==> src/rtl/cal_pkg.sv <==
// Shared field widths, register addresses, the time record and BCD helpers
// for the calendar counter. Assumes every field value it receives is valid BCD.
package cal_pkg;

    localparam int ADDR_W = 4;
    localparam int REG_W  = 16;

    localparam logic [ADDR_W-1:0] A_SEC    = 4'd0;
    localparam logic [ADDR_W-1:0] A_MIN    = 4'd1;
    localparam logic [ADDR_W-1:0] A_HOUR   = 4'd2;
    localparam logic [ADDR_W-1:0] A_WDAY   = 4'd3;
    localparam logic [ADDR_W-1:0] A_DAY    = 4'd4;
    localparam logic [ADDR_W-1:0] A_MONTH  = 4'd5;
    localparam logic [ADDR_W-1:0] A_YEAR   = 4'd6;
    localparam logic [ADDR_W-1:0] A_COMMIT = 4'd7;
    localparam logic [ADDR_W-1:0] A_CTRL   = 4'd8;

    localparam int FLAG_BIT = 15;

    typedef struct packed {
        logic       leap;
        logic [7:0] year;
        logic [4:0] month;
        logic [5:0] day;
        logic [2:0] wday;
        logic [5:0] hour;
        logic [6:0] min;
        logic [6:0] sec;
    } cal_time_t;

    localparam cal_time_t RESET_TIME = '{leap: 1'b0, year: 8'h00, month: 5'h01,
                                         day: 6'h01, wday: 3'd0, hour: 6'h00,
                                         min: 7'h00, sec: 7'h00};

    // Adds one to a two-digit BCD value (no wrap at 99).
    function automatic logic [7:0] bcd_inc(input logic [7:0] v);
        if (v[3:0] >= 4'd9) return {v[7:4] + 4'd1, 4'd0};
        else                return {v[7:4], v[3:0] + 4'd1};
    endfunction

    // Gives the last day, in BCD, of a BCD month, using the software leap flag.
    function automatic logic [5:0] month_last_day(input logic [4:0] m, input logic leap);
        case (m)
            5'h02:                      return leap ? 6'h29 : 6'h28;
            5'h04, 5'h06, 5'h09, 5'h11: return 6'h30;
            default:                    return 6'h31;
        endcase
    endfunction

endpackage

==> src/rtl/cal_prescaler.sv <==
// One-second prescaler. It counts PRESCALE enabled ticks and raises a
// registered one-cycle pulse on the last one. Assumes PRESCALE >= 2.
// A clear input restarts the count.
module cal_prescaler #(
    parameter int PRESCALE = 32768
) (
    input  logic clk,
    input  logic rst_n,
    input  logic tick,
    input  logic clear,
    output logic pulse
);
    localparam int CNT_W = (PRESCALE > 1) ? $clog2(PRESCALE) : 1;
    localparam logic [CNT_W-1:0] LAST = CNT_W'(PRESCALE - 1);

    logic [CNT_W-1:0] cnt;

    // Counts the ticks, restarts on clear, and flags the last tick of each second.
    always_ff @(posedge clk) begin
        if (!rst_n) begin
            cnt   <= '0;
            pulse <= 1'b0;
        end else begin
            pulse <= 1'b0;
            if (clear) begin
                cnt <= '0;
            end else if (tick) begin
                if (cnt == LAST) begin
                    cnt   <= '0;
                    pulse <= 1'b1;
                end else begin
                    cnt <= cnt + CNT_W'(1);
                end
            end
        end
    end
endmodule

==> src/rtl/cal_regfile.sv <==
// Register file. It holds the staged time fields, the control bit and the
// self-clearing commit trigger, and it muxes the live fields onto the read
// port. Writes never touch the live time directly.
module cal_regfile
    import cal_pkg::*;
(
    input  logic              clk,
    input  logic              rst_n,
    input  logic              wr_en,
    input  logic [ADDR_W-1:0] wr_addr,
    input  logic [REG_W-1:0]  wr_data,
    input  logic [ADDR_W-1:0] rd_addr,
    input  cal_time_t         live,
    output cal_time_t         staged,
    output logic              mode24,
    output logic              commit,
    output logic [REG_W-1:0]  rd_data
);
    // Captures the staged fields and the control bit, and pulses the trigger for one cycle.
    always_ff @(posedge clk) begin
        if (!rst_n) begin
            staged <= RESET_TIME;
            mode24 <= 1'b0;
            commit <= 1'b0;
        end else begin
            commit <= 1'b0;
            if (wr_en) begin
                case (wr_addr)
                    A_SEC:    staged.sec   <= wr_data[6:0];
                    A_MIN:    staged.min   <= wr_data[6:0];
                    A_HOUR:   staged.hour  <= wr_data[5:0];
                    A_WDAY:   staged.wday  <= wr_data[2:0];
                    A_DAY:    staged.day   <= wr_data[5:0];
                    A_MONTH:  staged.month <= wr_data[4:0];
                    A_YEAR: begin
                        staged.year <= wr_data[7:0];
                        staged.leap <= wr_data[FLAG_BIT];
                    end
                    A_COMMIT: commit <= wr_data[FLAG_BIT] && !commit;
                    A_CTRL:   mode24 <= wr_data[0];
                    default:  ;
                endcase
            end
        end
    end

    // Selects the live field, trigger or control bit for the read port.
    always_comb begin
        rd_data = '0;
        case (rd_addr)
            A_SEC:    rd_data[6:0] = live.sec;
            A_MIN:    rd_data[6:0] = live.min;
            A_HOUR:   rd_data[5:0] = live.hour;
            A_WDAY:   rd_data[2:0] = live.wday;
            A_DAY:    rd_data[5:0] = live.day;
            A_MONTH:  rd_data[4:0] = live.month;
            A_YEAR: begin
                rd_data[7:0]     = live.year;
                rd_data[FLAG_BIT] = live.leap;
            end
            A_COMMIT: rd_data[FLAG_BIT] = commit;
            A_CTRL:   rd_data[0] = mode24;
            default:  rd_data = '0;
        endcase
    end
endmodule

==> src/rtl/cal_time_core.sv <==
// Live time counters. On a load the whole staged record is copied in. On an
// advance pulse the record moves one second forward, with BCD carries through
// the hours (24- or 12-hour), the day (using the month and the leap flag),
// the weekday, the month and the year. Load has priority over advance.
module cal_time_core
    import cal_pkg::*;
(
    input  logic      clk,
    input  logic      rst_n,
    input  logic      adv,
    input  logic      load,
    input  logic      mode24,
    input  cal_time_t staged,
    output cal_time_t cur
);
    cal_time_t  nxt;
    logic       c_min, c_hour, c_day, c_mon, c_year;
    logic [7:0] sec_inc, min_inc, hr24_inc, hr12_inc, day_inc, mon_inc, yr_inc;
    logic [5:0] last_day;
    logic       pm;

    assign sec_inc  = bcd_inc({1'b0, cur.sec});
    assign min_inc  = bcd_inc({1'b0, cur.min});
    assign hr24_inc = bcd_inc({2'b0, cur.hour});
    assign hr12_inc = bcd_inc({3'b0, cur.hour[4:0]});
    assign day_inc  = bcd_inc({2'b0, cur.day});
    assign mon_inc  = bcd_inc({3'b0, cur.month});
    assign yr_inc   = bcd_inc(cur.year);
    assign last_day = month_last_day(cur.month, cur.leap);
    assign pm       = cur.hour[5];

    // Works out the record one second later, carrying field by field.
    always_comb begin
        nxt    = cur;
        c_min  = 1'b0;
        c_hour = 1'b0;
        c_day  = 1'b0;
        c_mon  = 1'b0;
        c_year = 1'b0;

        if (cur.sec >= 7'h59) begin
            nxt.sec = 7'h00;
            c_min   = 1'b1;
        end else begin
            nxt.sec = sec_inc[6:0];
        end

        if (c_min) begin
            if (cur.min >= 7'h59) begin
                nxt.min = 7'h00;
                c_hour  = 1'b1;
            end else begin
                nxt.min = min_inc[6:0];
            end
        end

        if (c_hour) begin
            if (mode24) begin
                if (cur.hour >= 6'h23) begin
                    nxt.hour = 6'h00;
                    c_day    = 1'b1;
                end else begin
                    nxt.hour = hr24_inc[5:0];
                end
            end else if (cur.hour[4:0] == 5'h11) begin
                nxt.hour = {~pm, 5'h12};
                c_day    = pm;
            end else if (cur.hour[4:0] >= 5'h12) begin
                nxt.hour = {pm, 5'h01};
            end else begin
                nxt.hour = {pm, hr12_inc[4:0]};
            end
        end

        if (c_day) begin
            nxt.wday = (cur.wday >= 3'd6) ? 3'd0 : cur.wday + 3'd1;
            if (cur.day >= last_day) begin
                nxt.day = 6'h01;
                c_mon   = 1'b1;
            end else begin
                nxt.day = day_inc[5:0];
            end
        end

        if (c_mon) begin
            if (cur.month >= 5'h12) begin
                nxt.month = 5'h01;
                c_year    = 1'b1;
            end else begin
                nxt.month = mon_inc[4:0];
            end
        end

        if (c_year) begin
            nxt.year = (cur.year >= 8'h99) ? 8'h00 : yr_inc;
        end
    end

    // Holds the live record: reset, load from staging, or advance one second.
    always_ff @(posedge clk) begin
        if (!rst_n)    cur <= RESET_TIME;
        else if (load) cur <= staged;
        else if (adv)  cur <= nxt;
    end
endmodule

==> src/rtl/bcd_calendar_counter.sv <==
// Top of the BCD calendar counter. It ties together the prescaler, the
// register file and the live time core. Assumes tick_32k is a one-cycle
// enable that arrives at the oscillator rate.
module bcd_calendar_counter
    import cal_pkg::*;
#(
    parameter int PRESCALE = 32768
) (
    input  logic              clk,
    input  logic              rst_n,
    input  logic              tick_32k,
    input  logic              wr_en,
    input  logic [ADDR_W-1:0] wr_addr,
    input  logic [REG_W-1:0]  wr_data,
    input  logic [ADDR_W-1:0] rd_addr,
    output logic [REG_W-1:0]  rd_data,
    output logic              sec_pulse
);
    cal_time_t staged_q;
    cal_time_t live_q;
    logic      commit;
    logic      mode24;

    cal_prescaler #(.PRESCALE(PRESCALE)) u_pre (
        .clk   (clk),
        .rst_n (rst_n),
        .tick  (tick_32k),
        .clear (commit),
        .pulse (sec_pulse)
    );

    cal_regfile u_regs (
        .clk     (clk),
        .rst_n   (rst_n),
        .wr_en   (wr_en),
        .wr_addr (wr_addr),
        .wr_data (wr_data),
        .rd_addr (rd_addr),
        .live    (live_q),
        .staged  (staged_q),
        .mode24  (mode24),
        .commit  (commit),
        .rd_data (rd_data)
    );

    cal_time_core u_core (
        .clk    (clk),
        .rst_n  (rst_n),
        .adv    (sec_pulse),
        .load   (commit),
        .mode24 (mode24),
        .staged (staged_q),
        .cur    (live_q)
    );
endmodule

==> config.mk <==
export PLATFORM = sky130hd
export DESIGN_NAME = bcd_calendar_counter
export DESIGN_NICKNAME = d
export VERILOG_FILES = /design/src/rtl/cal_pkg.sv /design/src/rtl/cal_prescaler.sv /design/src/rtl/cal_regfile.sv /design/src/rtl/cal_time_core.sv /design/src/rtl/bcd_calendar_counter.sv
export SDC_FILE = /design/constraint.sdc
export NUM_CORES = 1
export LEC_CHECK = 0
export ABC_AREA = 1
export CAP_MARGIN = 15
export CORE_MARGIN = 2
export CORE_UTILIZATION = 41
export DETAILED_ROUTE_END_ITERATION = 16
export DONT_BUFFER_PORTS = 1
export SLEW_MARGIN = 20
export SYNTH_ARGS = -nofsm -noshare
export SYNTH_HDL_FRONTEND = slang
export SYNTH_SLANG_ARGS = --single-unit
==> constraint.sdc <==
create_clock -name clk -period 2.1 [get_ports clk]
set_input_delay 0.21 -clock clk [delete_from_list [all_inputs] [get_ports clk]]
set_output_delay 0.21 -clock clk [all_outputs]
set_load 0.01 [all_outputs]
# Word level (Yosys, flattened, before mapping)
# Index checks and enable logic that the tools add are counted.
# totals
reg_bits	104
out_inout_bits	17
word_cells	170
# op_classes
n_addsub	15
order_cmp	14
eq_ne	24
mux	46
bitwise_logic	3
n_reduce_logical	41
# op_table
op	count
$mux 43	1
$mux 42	1
$mux 6	7
$mux 7	5
$eq 4x3->1 const B	8
$add 4x1->4 const B	7
$reduce_and 2->1	14
$mux 5	5
$ge 4x4->1 const B	6
$mux 8	3
$reduce_bool 3->1	6
$eq 4x2->1 const B	4
$add 15x1->15 const B	1
$eq 15x15->1 const B	1
$mux 15	1
$reduce_and 3->1	5
$ge 7x7->1 const B	2
$mux 1	14
$pmux 2 s7	1
$pmux 2 s6	1
$pmux 6 s2	1
$reduce_bool 2->1	6
$eq 5x3->1 const B	2
$eq 5x5->1 const B	2
28 further kinds	39

# Logic depth before layout (Yosys ltp)
# logic_depth
word_depth	10
mapped_depth	14

# Hierarchy
# Synthesis repeated with hierarchy kept, for this count alone.
# unflattened
cells_unflattened	958
hier_area_um2	6436.2
# modules_own_cells
mod	instances	cells_each	area_each_um2	seq_area_each_um2
cal_time_core	1	469	3253.1	860.8
cal_regfile	1	369	2344.7	900.9
cal_prescaler	1	120	838.3	320.3

# Least setup slack after synthesis
# No wires, ideal clock.
# synth_path
path_type	flip-flop to flip-flop
start	register u_core.cur[29] in the netlist's numbering
end	register u_core.cur[28] in the netlist's numbering
setup_time_ps	116
t_arrival_ps	2122
t_required_ps	1984
setup_slack_ps	-138
stages_incl_launch_ff	14
path_buffers	0
synth_period_minus_slack_ps	2238
path_cell_list	dfxtp_1 -> inv_1 -> ha_1 -> nand3_1 -> inv_1 -> ha_1 -> nand2_1 -> inv_1 -> a22oi_1 -> nand4_2 -> nor2_1 -> nor2_1 -> o21ai_0 -> nor2_1
# synth_between
elab_chain_len	8
word_cells_on_any_way	14
classes_between	order compare: 1; eq/ne: 5; mux: 5; reduce/logical: 3
# synth_lines
element	line_no	text
start: declaration	cal_time_core.sv:14	output cal_time_t cur
start signal: assignment	cal_time_core.sv:102	else if (load) cur <= staged;
start signal: assignment	cal_time_core.sv:103	else if (adv) cur <= nxt;
$eq 5x3->1, or another cell as far along	cal_pkg.sv:43	case (m)
$reduce_or 4->1	cal_pkg.sv:43	
$pmux 6 s2 *	cal_pkg.sv:43	
$ge 6x6->1 *	cal_time_core.sv:77	if (cur.day >= last_day) begin
$mux 6	cal_time_core.sv:77	
$mux 9	cal_time_core.sv:75	if (c_day) begin
$mux 42	cal_time_core.sv:103	
$mux 43	cal_time_core.sv:102	
# Every way passes the cells marked *; elsewhere a longest branch is shown, timed or not. The select of a mux whose other input is x is not followed.
# A chain may end at the register's enable or synchronous reset.

# Final worst setup path
# layout_path
start	register u_core.cur[30] in the netlist's numbering
end	register u_core.cur[24] in the netlist's numbering
# layout_between
elab_chain_len	8
word_cells_on_any_way	12
classes_between	order compare: 1; eq/ne: 5; mux: 5; reduce/logical: 1
# layout_lines
element	line_no
$eq 5x3->1, or another cell as far along	cal_pkg.sv:43
$reduce_or 4->1	cal_pkg.sv:43
$pmux 6 s2 *	cal_pkg.sv:43
$ge 6x6->1 *	cal_time_core.sv:77
$mux 6 *	cal_time_core.sv:77
$mux 9 *	cal_time_core.sv:75
$mux 42 *	cal_time_core.sv:103
$mux 43 *	cal_time_core.sv:102
# Marks and branches as above.

==> results by group <==
Hold path
  – Hold crit path type: in -> reg
  – Worst hold path cell count: 2
  – Hold Path Sink: u_core.cur[40]
  – Hold_sp: rst_n

Clocking
  – Clock tree from TritonCTS: built
  – CTS H-tree lvls: 3
  – Number of buffers inserted during clock tree synthesis: 9
  – Clock sink count: 104
  – Clock root buffer: sky130_fd_sc_hd__clkbuf_16
  – # hold bufs at CTS: 64
  – Insertion delay to the later sink of the worst-skew pair: between 300 and 400 ps
  – Clock buffer depth: 2
  – Clock-pin transition on the worst setup and hold timing paths: roughly 70 ps

Logic synthesis
  – Fraction of the yosys area taken by sequential cells: 0.354
  – Fraction of post-synthesis cell area in the top cell type by area: 0.354
  – Cells after Synth: ~850
  – Average cell area after synthesis: between 6 and 7 µm²
  – Leading area contributor after synthesis: sky130_fd_sc_hd__dfxtp_1
  – Synthesized flop and latch total: between 100 and 150
  – Post-synth EDFFs: 0
  – Synth Warn #: 0
  – Yosys cell types: 46
  – Proportion of synthesized flip-flops having asynchronous set or reset: 0
  – Top_reg_cell synth: sky130_fd_sc_hd__dfxtp_1
  – Total standard cell area after synthesis: 5890 µm²
  – Top area cells in the synthesized netlist: sky130_fd_sc_hd__dfxtp_1 35%, sky130_fd_sc_hd__nor2_1 8.9%, sky130_fd_sc_hd__nand2_1 8.3%

Cells and area
  – Number of fill cells in the layout: 1,376
  – Sequential cell area: 2090 µm²
  – Proportion of layout cells with a drive suffix above 1: 0.108
  – Cell Count, Final, Fillers Out: 1,135
  – Growth of design area from synthesis to finish: 26.1%
  – Total area of multi-input combinational cells: about 3400 µm²
  – Commonest cells after routing, fill and taps aside: 135 x sky130_fd_sc_hd__nor2_1, 127 x sky130_fd_sc_hd__nand2_1, 108 x sky130_fd_sc_hd__inv_1
  – Most frequent standard cell in the layout excluding fill and tap cells: sky130_fd_sc_hd__nor2_1
  – Number of nets in the layout: 1,012

Global route
  – Vias in the first global route: 5,400
  – Largest net degree at the start of global routing: 80
  – Overall global routing resource usage: 0.239
  – Wire length of the first global-routing pass: between 20,000 and 30,000 µm
  – Initial antenna violation count: 1
  – Congestion Overflow GR: 0

Setup path
  – Required time at the endpoint of the critical path: 2400 ps
  – R2r endpoint: u_core.cur[24]
  – Flop2flop setup slack: -80 ps
  – Worst Setup End Kind: register
  – WP data arrival: 2480 ps
  – Length in cells of the worst reg-to-reg path: 13
  – Max Fanout on Critical Path: 5
  – Worst flop-to-flop path startpoint: u_core.cur[30]
  – Critical path launch point type: register
  – Worst Setup Path Type: reg -> reg

Floorplan
  – Starting utilization of the core area: 0.423
  – X dimension of the die: 124 µm
  – Die area: 15,300 µm²
  – Die Y: ~120 µm
  – Site row count: 43
  – Number of top-level pins: 45
  – Core region area: 13,900 µm²

Power
  – Sequential fraction of design power: 0.525
  – LEAKAGE: 3.22 nW
  – Psw: about 0.92 mW
  – Worst ir drop on vdd: approximately 0.56 mV
  – Combinational Power Share: 0.049
  – Net Sw Frac: 0.241
  – Part of the power in the clock network: 0.426
  – Cell area power density: between 500 and 600 nW/µm²
  – Internal portion of total power: just under 3 mW

STA
  – Setup TNS: -451 ps
  – Final worst path period share: 1.04
  – Maximum clock rate: 459 MHz
  – Final setup violation count: 13
  – Final critical-path required period: 2180 ps
  – Unrepaired setup endpoints after global routing: true
  – Hold Fails Final Rpt: 12
  – Measured slew at the worst slew-check pin: 501 ps
  – Worst Slack Setup Final: -80.5 ps
  – Worst Hold Margin: -31.1 ps
  – Clk_skew: around 9 ps
  – Max-slew violation count: 0
  – Rel. slew slack: 0.665

Placement
  – Worst slack at placement: -99.8 ps
  – Port buffer count: 0
  – RD Place Congestion: 0.875
  – Detailed-placement wirelength estimate: around 12,000 µm
  – Cells after DPL: 1,043

Detailed routing
  – Vias per cell: 5.26
  – WL final: 17,600 µm
  – Total via count in the routed design: 5,968
  – Length of the first detailed-routing pass in iterations: 5
  – Number of DRC markers after the initial detailed-route iteration: about 430
  – Wirelength per Cell: 15.5 µm
  – Antenna Violating Nets Remaining: 0
  – Residual DRC: 0

Job
  – Total of max-cap violations: 0

Run status
  – Failing checks: negative hold slack, negative setup slack
  – Status: finished with violations
power by group through the flow:
stage | registers, mW | logic (mW) | clock network [mW]
2_1_floorplan | 2.05 | 0.110 | 0
4_1_cts | 2.00 | 0.183 | 1.67
3_3_place_gp | 2.05 | 0.111 | 0
5_1_grt | 2.01 | 0.210 | 1.74
3_5_place_dp | 2.05 | 0.112 | 0
6_report | 2.00 | 0.188 | 1.63
worst max-delay path: stages, from the launching register on:
cell	delay (ps)
sky130_fd_sc_hd__dfxtp_4	390
sky130_fd_sc_hd__inv_4	60
sky130_fd_sc_hd__ha_4	150
sky130_fd_sc_hd__o211ai_1	180
sky130_fd_sc_hd__a31oi_1	110
sky130_fd_sc_hd__a21oi_1	130
sky130_fd_sc_hd__ha_1	160
sky130_fd_sc_hd__nand2_1	50
sky130_fd_sc_hd__nand3_1	170
sky130_fd_sc_hd__nand4_4	230
sky130_fd_sc_hd__nor2_4	190
sky130_fd_sc_hd__buf_6	120
sky130_fd_sc_hd__nand2_1	70
sky130_fd_sc_hd__a21oi_2	110
how the worst max path moves through the flow:
stage | slack [ps] | endpoint | startpoint | cells after the start
6_report | -80 | u_core.cur[24] | u_core.cur[30] | 13
3_5_place_dp | -100 | u_core.cur[28] | u_core.cur[30] | 12
3_3_place_gp | -70 | u_core.cur[39] | u_core.cur[30] | 12
2_1_floorplan | 10 | u_core.cur[28] | u_core.cur[29] | 13
4_1_cts | -30 | u_core.cur[24] | u_core.cur[30] | 12
5_1_grt | -240 | u_core.cur[33] | u_core.cur[30] | 13
metrics by stage:
stage,utilization,total power [mW],hold WS (ps),cell area [µm²]
detailed placement,0.451,2.16,313,6280
global placement,0.451,2.16,307,6280
finish,0.533,3.82,-31.1,7420
global route,0.532,3.96,-47.5,7420
CTS,0.527,3.86,-49.3,7340
floorplan,-,2.16,336,5930
flip-flops by register name (all words and copies together) (netlist names):
name           cells
u_regs.mode24      1
u_regs.staged     43
u_core.cur        43
u_pre.cnt         15
u_pre.pulse        1
u_regs.commit      1
metal layers:
layer / GRT usage / routed length (µm)
met1: 0.340 / 8430
met2: 0.365 / 7740
met4: 0.0554 / 271
met3: 0.0586 / 1150
met5: 0 / 0
final cells by class:
| type | count | share of cell area |
|---|---|---|
| well taps | 180 | 0.0303 |
| diodes | 1 | 0.000337 |
| repair buffers | 109 | 0.135 |
| flip-flops and latches | 104 | 0.281 |
| multi-input cells | 609 | 0.456 |
| clock inverters | 6 | 0.00674 |
| clock buffers | 10 | 0.0308 |
| inverters | 116 | 0.0600 |
repair_timing:
action	4_1_cts	5_1_grt
resized for setup	21	14
endpoints found under the setup margin	16	22
cloned	1	0
hold endpoints to repair	79	21
buffers inserted	7	3
pin swaps	16	7
logic make-up (layout without fill, tap and decap cells):
group           after synthesis  in the layout  synth area share
flops                       104            104             0.354
buf+inv                     141            241            0.0975
simple gates                340            341             0.252
xor+xnor                     21             21            0.0312
other cells                   1              8          0.000637
fa+ha+maj                    35             35            0.0744
compound gates              205            205             0.191
cell usage after synthesis, types with 10 or more instances:
library cell	number
sky130_fd_sc_hd__a31oi_1	10
sky130_fd_sc_hd__o21ai_0	96
sky130_fd_sc_hd__ha_1	35
sky130_fd_sc_hd__nand4_1	11
sky130_fd_sc_hd__xor2_1	14
sky130_fd_sc_hd__clkbuf_1	13
sky130_fd_sc_hd__nor2_1	140
sky130_fd_sc_hd__nand3_1	30
sky130_fd_sc_hd__a21oi_1	62
sky130_fd_sc_hd__inv_1	110
sky130_fd_sc_hd__nand2_1	130
sky130_fd_sc_hd__dfxtp_1	104
(Power assumes the default switching activity.)
